===== config.mk =====
export PLATFORM = sky130hd
export DESIGN_NAME = prng_minstd
export DESIGN_NICKNAME = d
export VERILOG_FILES = /design/src/rtl/prng_minstd_pkg.sv /design/src/rtl/prng_div_step.sv /design/src/rtl/prng_schrage_mix.sv /design/src/rtl/prng_minstd.sv
export SDC_FILE = /design/constraint.sdc
export NUM_CORES = 1
export LEC_CHECK = 0
export ABC_CLOCK_PERIOD_IN_PS = 8900
export BUFFER_PORTS_ARGS = -buffer_cell sky130_fd_sc_hd__buf_2
export CORE_MARGIN = 2
export CORE_UTILIZATION = 58
export DETAILED_ROUTE_END_ITERATION = 12
export PLACE_DENSITY = 0.86
export SYNTH_ARGS = -nofsm -noshare
export SYNTH_HDL_FRONTEND = slang
export SYNTH_SLANG_ARGS = --single-unit

===== constraint.sdc =====
create_clock -name clk -period 8.9 [get_ports clk]
set_input_delay 1.335 -clock clk [delete_from_list [all_inputs] [get_ports clk]]
set_output_delay 1.335 -clock clk [all_outputs]
set_load 0.005 [all_outputs]

===== src/rtl/prng_minstd_pkg.sv =====
package prng_minstd_pkg;

    typedef enum logic [1:0] {
        PH_IDLE = 2'd0,
        PH_DIV  = 2'd1,
        PH_CALC = 2'd2
    } phase_e;

endpackage


===== src/rtl/prng_div_step.sv =====
// One step of a restoring divider by the constant DIVISOR.
module prng_div_step #(
    parameter int W       = 31,
    parameter int RW      = 18,
    parameter int DIVISOR = 127773
) (
    input  logic [W-1:0]  dvd_i,
    input  logic [RW-1:0] rem_i,
    input  logic [W-1:0]  quo_i,
    output logic [W-1:0]  dvd_o,
    output logic [RW-1:0] rem_o,
    output logic [W-1:0]  quo_o
);
    logic [RW-1:0] rem_sh;
    logic          fits;

    always_comb begin
        rem_sh = {rem_i[RW-2:0], dvd_i[W-1]};
        fits   = (rem_sh >= RW'(DIVISOR));
        rem_o  = fits ? (rem_sh - RW'(DIVISOR)) : rem_sh;
        quo_o  = {quo_i[W-2:0], fits};
        dvd_o  = {dvd_i[W-2:0], 1'b0};
    end
endmodule


===== src/rtl/prng_schrage_mix.sv =====
// Recombines quotient and remainder into the next state without a wide product.
module prng_schrage_mix #(
    parameter int W    = 31,
    parameter int RW   = 18,
    parameter int MULT = 16807,
    parameter int RCON = 2836
) (
    input  logic [W-1:0]  hi_i,
    input  logic [RW-1:0] lo_i,
    output logic [W-1:0]  next_o
);
    localparam int PW = W + 1;
    localparam logic [W-1:0] MOD_VEC = '1;

    logic [PW-1:0] prod_lo;
    logic [PW-1:0] prod_hi;
    logic [PW-1:0] diff;
    logic [PW-1:0] wrapped;
    logic          positive;

    always_comb begin
        prod_lo  = PW'(lo_i) * PW'(MULT);
        prod_hi  = PW'(hi_i) * PW'(RCON);
        diff     = prod_lo - prod_hi;
        positive = !diff[PW-1] && (diff != '0);
        wrapped  = diff + {1'b0, MOD_VEC};
        next_o   = positive ? diff[W-1:0] : wrapped[W-1:0];
    end
endmodule


===== src/rtl/prng_minstd.sv =====
module prng_minstd
    import prng_minstd_pkg::*;
#(
    parameter int W    = 31,
    parameter int MULT = 16807,
    parameter int QCON = 127773,
    parameter int RCON = 2836
) (
    input  logic         clk,
    input  logic         rst_n,
    input  logic         seed_we,
    input  logic [W-1:0] seed_in,
    input  logic         next_req,
    output logic         busy,
    output logic [W:0]   rand_out,
    output logic         rand_valid
);
    localparam int RW = $clog2(QCON) + 1;
    localparam int CW = $clog2(W + 1);
    localparam logic [W-1:0] MOD_VEC = '1;

    typedef struct packed {
        phase_e        phase;
        logic [CW-1:0] cnt;
        logic [W-1:0]  dvd;
        logic [RW-1:0] rem;
        logic [W-1:0]  quo;
        logic [W-1:0]  state;
        logic [W-1:0]  out;
        logic          valid;
    } regs_t;

    regs_t st_d, st_q;

    logic [W-1:0]  step_dvd;
    logic [RW-1:0] step_rem;
    logic [W-1:0]  step_quo;
    logic [W-1:0]  mix_next;
    logic [W-1:0]  cur_state;

    prng_div_step #(.W(W), .RW(RW), .DIVISOR(QCON)) u_step (
        .dvd_i (st_q.dvd),
        .rem_i (st_q.rem),
        .quo_i (st_q.quo),
        .dvd_o (step_dvd),
        .rem_o (step_rem),
        .quo_o (step_quo)
    );

    prng_schrage_mix #(.W(W), .RW(RW), .MULT(MULT), .RCON(RCON)) u_mix (
        .hi_i   (st_q.quo),
        .lo_i   (st_q.rem),
        .next_o (mix_next)
    );

    always_comb begin
        st_d       = st_q;
        st_d.valid = 1'b0;
        unique case (st_q.phase)
            PH_IDLE: begin
                if (seed_we) begin
                    st_d.state = ((seed_in == '0) || (seed_in == MOD_VEC))
                                 ? W'(1) : seed_in;
                end else if (next_req) begin
                    st_d.phase = PH_DIV;
                    st_d.cnt   = CW'(W);
                    st_d.dvd   = st_q.state;
                    st_d.rem   = '0;
                    st_d.quo   = '0;
                end
            end
            PH_DIV: begin
                st_d.dvd = step_dvd;
                st_d.rem = step_rem;
                st_d.quo = step_quo;
                st_d.cnt = st_q.cnt - CW'(1);
                if (st_q.cnt == CW'(1)) begin
                    st_d.phase = PH_CALC;
                end
            end
            PH_CALC: begin
                st_d.state = mix_next;
                st_d.out   = mix_next;
                st_d.valid = 1'b1;
                st_d.phase = PH_IDLE;
            end
            default: st_d.phase = PH_IDLE;
        endcase
    end

    always_ff @(posedge clk or negedge rst_n) begin
        if (!rst_n) begin
            st_q       <= '0;
            st_q.phase <= PH_IDLE;
            st_q.state <= W'(1);
        end else begin
            st_q <= st_d;
        end
    end

    assign cur_state  = st_q.state;
    assign busy       = (st_q.phase != PH_IDLE);
    assign rand_valid = st_q.valid;
    assign rand_out   = {1'b0, st_q.out};

endmodule


After elaboration in Yosys (flattened, before gate mapping)
Cells that the tools add are included.

storage, ports and cells
  flip-flop bits (word level) = 150
  bits of input ports = 35

operators by class
  add/subtract/negate cells = 4
  multiply operators = 2
  order comparisons = 1
  equal/unequal tests = 8
  muxes and demuxes = 11
  reductions and logical operators = 12

operator list
  operator                count
  $mux 87                 2
  $pmux 85 s2             1
  $mux 31                 3
  $pmux 31 s2             1
  $mul 18x15->32 const B  1
  $reduce_bool 32->1      1
  $sub 32x32->32          1
  $add 31x31->31 const B  1
  $eq 31x31->1 const B    1
  $logic_not 31->1        1
  $mul 31x10->30 const B  1
  $ge 18x17->1 const B    1
  $mux 18                 1
  $sub 18x17->18 const B  1
  $ne 2x2->1 const B      4
  $reduce_and 3->1        2
  $reduce_bool 2->1       3
  $eq 5x1->1 const B      1
  $sub 5x1->5 const B     1
  $pmux 2 s2              1
  $eq 2x1->1 const B      1
  $eq 2x2->1 const B      1
  $logic_not 2->1         1
  $mux 2                  1
  5 further kinds         5

Depth between registers and ports, before layout
Gate-level depths: netlist (run 1).

  word-level depth = 6
  gate-level depth with buffers = 42
  depth with buffers taken out = 41

Hierarchy
Synthesis (run 1) repeated with hierarchy kept, for this count alone.

second synthesis, totals
  cells, all modules = 1937
  area total of the unflattened synthesis = 17798.3 um2

by module, submodules not included
  module            instances  cells an instance  area an instance (um2)
  prng_schrage_mix  1          1203               10432.5
  prng_minstd       1          601                6379.9
  prng_div_step     1          133                985.9

Worst setup path after synthesis (run 1)
No wires, ideal clock.

  path kind = reg2reg
  from = register st_q[67] (netlist bit)
  to = register st_q, in the netlist cur_state[15]
  data arrival time = 9.588 ns
  data required time = 8.770 ns
  path slack = -0.818 ns
  stages on the path, launching flop included = 42
  buffers on the path = 2
  period minus slack after synthesis = 9.718 ns
  cell sequence = dfrtp_1 -> ha_1 -> fa_1 -> fa_1 -> ha_1 -> inv_1 -> fa_1 -> inv_1 -> ha_1 -> a21o_1 -> a211o_1 -> o211ai_1 -> o31ai_1 -> o21ai_0 -> nand2b_1 -> a21oi_1 -> o21bai_1 -> a21oi_1 -> (+6 left out) -> inv_1 -> fa_1 -> ha_1 -> ha_1 -> clkbuf_1 -> nand2_1 -> o211a_1 -> o31ai_1 -> or3_1 -> a31oi_1 -> o21ai_0 -> a21oi_1 -> xnor2_1 -> o21ai_1 -> buf_4 -> o21a_1 -> o21ai_1 -> nand3_1

between the ends
  word-level cells in the longest chain between the ends = 6
  elaborated cells on any way between the ends = 8
  classes of those cells = add/sub: 2; mul: 1; mux: 2; reduce/logical: 3

ends and longest elaborated chain
  element                                                 line                    text
  start, declared                                         prng_minstd.sv:33       regs_t st_d, st_q;
  start signal, assigned                                  prng_minstd.sv:97       st_q <= st_d;
  $mul 31x10->30 *                                        prng_schrage_mix.sv:23  prod_hi = PW'(hi_i) * PW'(RCON);
  $sub 32x32->32 *                                        prng_schrage_mix.sv:24  diff = prod_lo - prod_hi;
  branches (longest 2 deep; another with $add 31x31->31)  n/a
  $mux 31 *                                               prng_schrage_mix.sv:27  next_o = positive ? diff[W-1:0] : wrapped[W-1:0];
  $pmux 31 s2 *                                           prng_minstd.sv:59       unique case (st_q.phase)

Every way passes the cells marked *.
A chain may end at the register's enable or synchronous reset.

Final worst setup path (run 1)
  from = register st_q[65] (netlist bit)
  to = register st_q, in the netlist cur_state[24]

Same word-level chain as after synthesis.

==> results.json, run 1 <==
{
  "rows": 62,
  "vias": 15000,
  "cts_buffer_depth": 2,
  "grt_pass1_wl_um": 75500,
  "synth_edf_count": 0,
  "critical_path.startpoint_type": "flop",
  "wire_per_inst_um": 20.3,
  "drc_errors": 0,
  "grt.total_usage": 0.311,
  "cp_slowest_cell": "fa_1",
  "cp_top_family": "adder cells",
  "finalCriticalPeriod_ps": 10040,
  "diodes": 0,
  "vias_per_cell": 6.12,
  "arrival_ps": 10350,
  "path_clk_slew_ps": 70,
  "first_global_vias": 15000,
  "fmax_ghz": 0.0996,
  "ys_warn_count": 0,
  "finalInstanceArea_um2": 20600,
  "synth_most_common_cell": "inv_1",
  "worstSkewPairLatency_ps": 460,
  "ys_top_cells_by_area": "dfrtp_1 (22%), ha_1 (19%), fa_1 (18%), inv_1 (8.8%), xnor2_1 (3.3%)",
  "antenna_found_initial": 0,
  "yosysTopAreaCell": "dfrtp_1",
  "syn-cell-area_um2": 17100,
  "cts.sinks": 149,
  "ys_seq_area_frac": 0.218,
  "dieArea_um2": 30800,
  "drt_first_pass_iters": 8,
  "nets": 2496,
  "path_buf_inv": 6,
  "ys_seq_elements": 149,
  "synth_cell_type_count": 84,
  "layout-drive-gt1-share": 0.226,
  "setup_viol": 62,
  "hold_viol": 0,
  "dieWidth_um": 176,
  "synthToLayoutAreaGrowth_pct": 20.9,
  "crit_type": "reg -> reg",
  "place_area_um2": 19100,
  "skew_ps": 14.4,
  "core_area_um2": 28900,
  "start_util": 0.592,
  "worstHoldPathType": "reg -> reg",
  "tightest_slew_ps": 1260,
  "synth.avg_cell_area_um2": 9.16,
  "final_util": 0.715,
  "relSlewSlack": 0.159,
  "period_share": 1.13,
  "clock-root-buffer": "clkbuf_16",
  "async_flop_share": 1.00,
  "status": "finished, violations left",
  "drtIter0Drc": 1792,
  "holdWs_ps": 481,
  "syn_inst": 1864,
  "rsz0062_at_grt": "yes",
  "slew_viol_final": 0,
  "routabilityCongestion": 0.924,
  "h-tree-depth": 4,
  "yosys.area.top_type_share": 0.217,
  "hpwlAfterDp_um": 34900,
  "antenna_left": 0,
  "grt_max_degree": 84,
  "drt-total-wl_um": 49600,
  "grt.overflow.total": 0,
  "crit_path_end_kind": "flop",
  "chipHeight_um": 176,
  "synth-main-ff-cell": "dfrtp_1",
  "cts_tree": "built",
  "cp.required_ps": 9210,
  "violations": "negative setup slack",
  "cts_made_buffers": 17,
  "cp_slowest_stage_delay_ps": 540,
  "crit_top_cell": "fa_1",
  "tns_ps": -60740,
  "finalWorstSetupSlack_ps": -1140,
  "io_pins": 69,
  "port_buffers": 67,
  "postCtsHoldBufs": 0,
  "cp_max_fo": 6,
  "synthTopCellsByCount": "inv_1 (400), ha_1 (259), fa_1 (153), dfrtp_1 (148), nand2_1 (125)",
  "syn_nets": 2311,
  "maxCapViolCount": 0
}
==> per-layer routing <==
metal  routed length [µm]  GRT usage  part of all wire
met5                    0          0                 0
met4                 2440      0.123             0.049
met3                 4430     0.0641             0.089
met2                24000      0.517              0.48
met1                18800      0.398              0.38
==> final timing paths <==
check / from / endpoint / slack [ps] / cells after the start
setup / recovery: st_q[65] / cur_state[24] / -1140 / 37
hold / removal: rand_out[21] / rand_out[21] / 480 / 2
setup reg to reg: st_q[65] / cur_state[24] / -1140 / 37
hold reg to reg: rand_out[21] / rand_out[21] / 480 / 2
max in group asynchronous: rst_n / st_q[67] / 6460 / 2
min in group asynchronous: rst_n / st_q[127] / 920 / 1
==> per-stage QoR <==
step                      std cells  setup slack, ps
after global routing           2446            -1490
after global placement         2386             -769
final                          2446            -1140
after detailed placement       2386             -996
after floorplan                1864             -192
after CTS                      2442             -817
==> tightest hold or removal path, stage by stage (launching register included) <==
cell     delay, ps
dfrtp_1        350
nand2_1         50
nand2_1         50
==> placed cells by master, fill, tap and decap left out, types with 12 or more instances in the layout <==
| cell | netlist | routed |
|---|---|---|
| inv_1 | 400 | 389 |
| ha_1 | 259 | 233 |
| buf_4 | 34 | 172 |
| fa_1 | 153 | 151 |
| dfrtp_1 | 148 | 146 |
| nand2_1 | 125 | 112 |
| nor2_1 | 76 | 67 |
| buf_2 | 7 | 66 |
| a21oi_1 | 74 | 56 |
| o22ai_1 | 54 | 52 |
| xnor2_1 | 65 | 49 |
| o21ai_0 | 48 | 39 |
| nand3_1 | 42 | 32 |
| a222oi_1 | 27 | 27 |
| nand4_1 | 25 | 25 |
| o21ai_1 | 24 | 24 |
| ha_4 | 0 | 24 |
| a21o_1 | 23 | 23 |
| xor2_1 | 28 | 23 |
| a21oi_2 | 3 | 18 |
| clkbuf_16 | 0 | 17 |
| nor3_1 | 17 | 13 |
| nor4_1 | 12 | 12 |
==> cell families (layout without fill, tap and decap cells) <==
family / count (synthesis) / in the layout / share of synthesized area
xor gates and xnor gates: 94 / 94 / 0.0487
other: 1 / 1 / 0.000220
and+or+nand+nor: 367 / 367 / 0.105
buffers and inverters: 486 / 683 / 0.115
muxes: 6 / 6 / 0.00359
adders and majority gates: 412 / 412 / 0.369
AOI/OAI and AO/OA: 349 / 350 / 0.140
DFF: 149 / 149 / 0.218
==> repair_timing <==
action                     CTS  global route
cloned                       1             0
buffers inserted            23             8
gates resized for setup     58            64
setup endpoints to repair   62            62
pin swaps                   61            73
==> sequential cells by signal, indices dropped and copies added (netlist names) <==
| signal | cells |
|---|---|
| cur_state | 31 |
| st_q | 86 |
| rand_out | 31 |
| rand_valid | 1 |
==> area by class of cell <==
type	instances	area [µm²]
multi-input combinational	1230	12500
fill	1897	8230
sequential	149	3730
timing repair buffer	251	1800
inverter	400	1500
tap	384	480
clock buffer	17	425
clock inverter	15	154
Power of run 1 is not shown: default switching activity piles up to over one toggle a cycle in this logic, so the estimate is an artifact.
==> inputs of run 2 (changes only) <==
- BUFFER_PORTS_ARGS: -buffer_cell sky130_fd_sc_hd__buf_2 -> -buffer_cell sky130_fd_sc_hd__clkbuf_2
- SKIP_CTS_REPAIR_TIMING: not set -> 1
==> results.json, run 2 (synthesized netlist as in run 1, its figures left out) <==
{
  "crit_path_end_kind": "flop",
  "hold_path_startpoint": "st_q[115]",
  "period_share": 1.15,
  "violations": "negative setup slack",
  "vias": 14900,
  "path_clk_slew_ps": 90,
  "finalCriticalPeriod_ps": 10200,
  "cts_tree": "built",
  "cts_buffer_depth": 2,
  "core_area_um2": 28900,
  "crit_type": "reg -> reg",
  "dp.cells": 2387,
  "antenna_found_initial": 0,
  "use_met2": 0.505,
  "diodes": 0,
  "multi_input_area_um2": 12500,
  "maxCapViolCount": 0,
  "grt_pass1_wl_um": 73200,
  "largest_register": "st_q",
  "relSlewSlack": 0.173,
  "worstHoldPathType": "reg -> reg",
  "r2r_start": "st_q[66]",
  "worstRegToRegCells": 43,
  "final_common_cell": "inv_1",
  "final_cell_mix": "inv_1 (390), ha_1 (238), buf_4 (174)",
  "h-tree-depth": 4,
  "tightest_slew_ps": 1240,
  "drtIter0Drc": 1577,
  "cp_max_fo": 5,
  "antenna_left": 0,
  "critical_path.startpoint_type": "flop",
  "nets": 2494,
  "reg2reg_slack_ps": -1300,
  "dp_slack_ps": -1060,
  "routabilityCongestion": 0.913,
  "vias_per_cell": 6.09,
  "hpwlAfterDp_um": 35100,
  "final_cells": 2444,
  "hold_depth": 2,
  "clock-root-buffer": "clkbuf_16",
  "layout-drive-gt1-share": 0.223,
  "hold_end": "st_q[116]",
  "rows": 62,
  "fmax_ghz": 0.0980,
  "start_util": 0.592,
  "grt.total_usage": 0.299,
  "cts.sinks": 149,
  "arrival_ps": 10560,
  "met3_usage": 0.0513,
  "cp_slowest_cell": "fa_1",
  "worstSkewPairLatency_ps": 470,
  "skew_ps": 22.1,
  "wire_per_inst_um": 19.9,
  "gr-usage-met1": 0.391,
  "busiest_layer": "met2",
  "seq_area_um2": 3730,
  "cts_made_buffers": 17,
  "drt_first_pass_iters": 6,
  "grt.overflow.total": 0,
  "synthToLayoutAreaGrowth_pct": 20.2,
  "rsz0062_at_grt": "yes",
  "first_global_vias": 14700,
  "setup_viol": 62,
  "r2r_end": "cur_state[10]",
  "crit_top_cell": "fa_1",
  "slew_viol_final": 0,
  "io_pins": 69,
  "grt_max_degree": 87,
  "status": "finished, violations left",
  "nFillCells": 1910,
  "dieWidth_um": 176,
  "drt-total-wl_um": 48700,
  "finalWorstSetupSlack_ps": -1300,
  "dieArea_um2": 30800,
  "hold_viol": 0,
  "drc_errors": 0,
  "largest_reg_flops": 86,
  "cp_slowest_stage_delay_ps": 510,
  "tns_ps": -73620,
  "cp.required_ps": 9250,
  "port_buffers": 67,
  "chipHeight_um": 176
}
run 2: metal layers:
metal	vias up	wire, µm
met4	0	1990
met5	-	0
met2	816	24000
met1	7318	18800
li1	6561	-
met3	196	3930
run 2: worst max-delay path: cells and delay by family (launching register included):
| kind | cells | cell delay, ps |
|---|---|---|
| AOI/OAI and AO/OA | 12 | 2730 |
| xor gates and xnor gates | 2 | 330 |
| adders and majority gates | 13 | 5050 |
| buffers and inverters | 12 | 870 |
| DFF | 1 | 430 |
| and+or+nand+nor | 4 | 670 |
run 2: through the flow:
step / utilization / area [µm²] / hold slack [ps]
2_1_floorplan: - / 17500 / 447
3_3_place_gp: 0.661 / 19100 / 461
3_5_place_dp: 0.661 / 19100 / 470
4_1_cts: 0.681 / 19700 / 486
5_1_grt: 0.711 / 20500 / 523
6_report: 0.711 / 20500 / 489
run 2: worst max-delay path by stage:
| stage | from | end | slack, ps | depth (start not counted) |
|---|---|---|---|---|
| after floorplan | st_q[68] | cur_state[15] | -190 | 40 |
| after global placement | st_q[65] | rand_out[23] | -740 | 38 |
| after detailed placement | st_q[65] | rand_out[23] | -1060 | 38 |
| after CTS | st_q[65] | cur_state[0] | -1170 | 39 |
| after global routing | st_q[66] | cur_state[27] | -1500 | 41 |
| final | st_q[66] | cur_state[10] | -1300 | 43 |
run 2: layout make-up:
type                    count  area share
repair buffers            249      0.0851
multi-input cells        1230       0.609
inverters                 400      0.0731
well taps                 384      0.0234
clock buffers              18      0.0209
clock inverters            14     0.00670
flip-flops and latches    149       0.182
Power of run 2 is left out for the same reason.
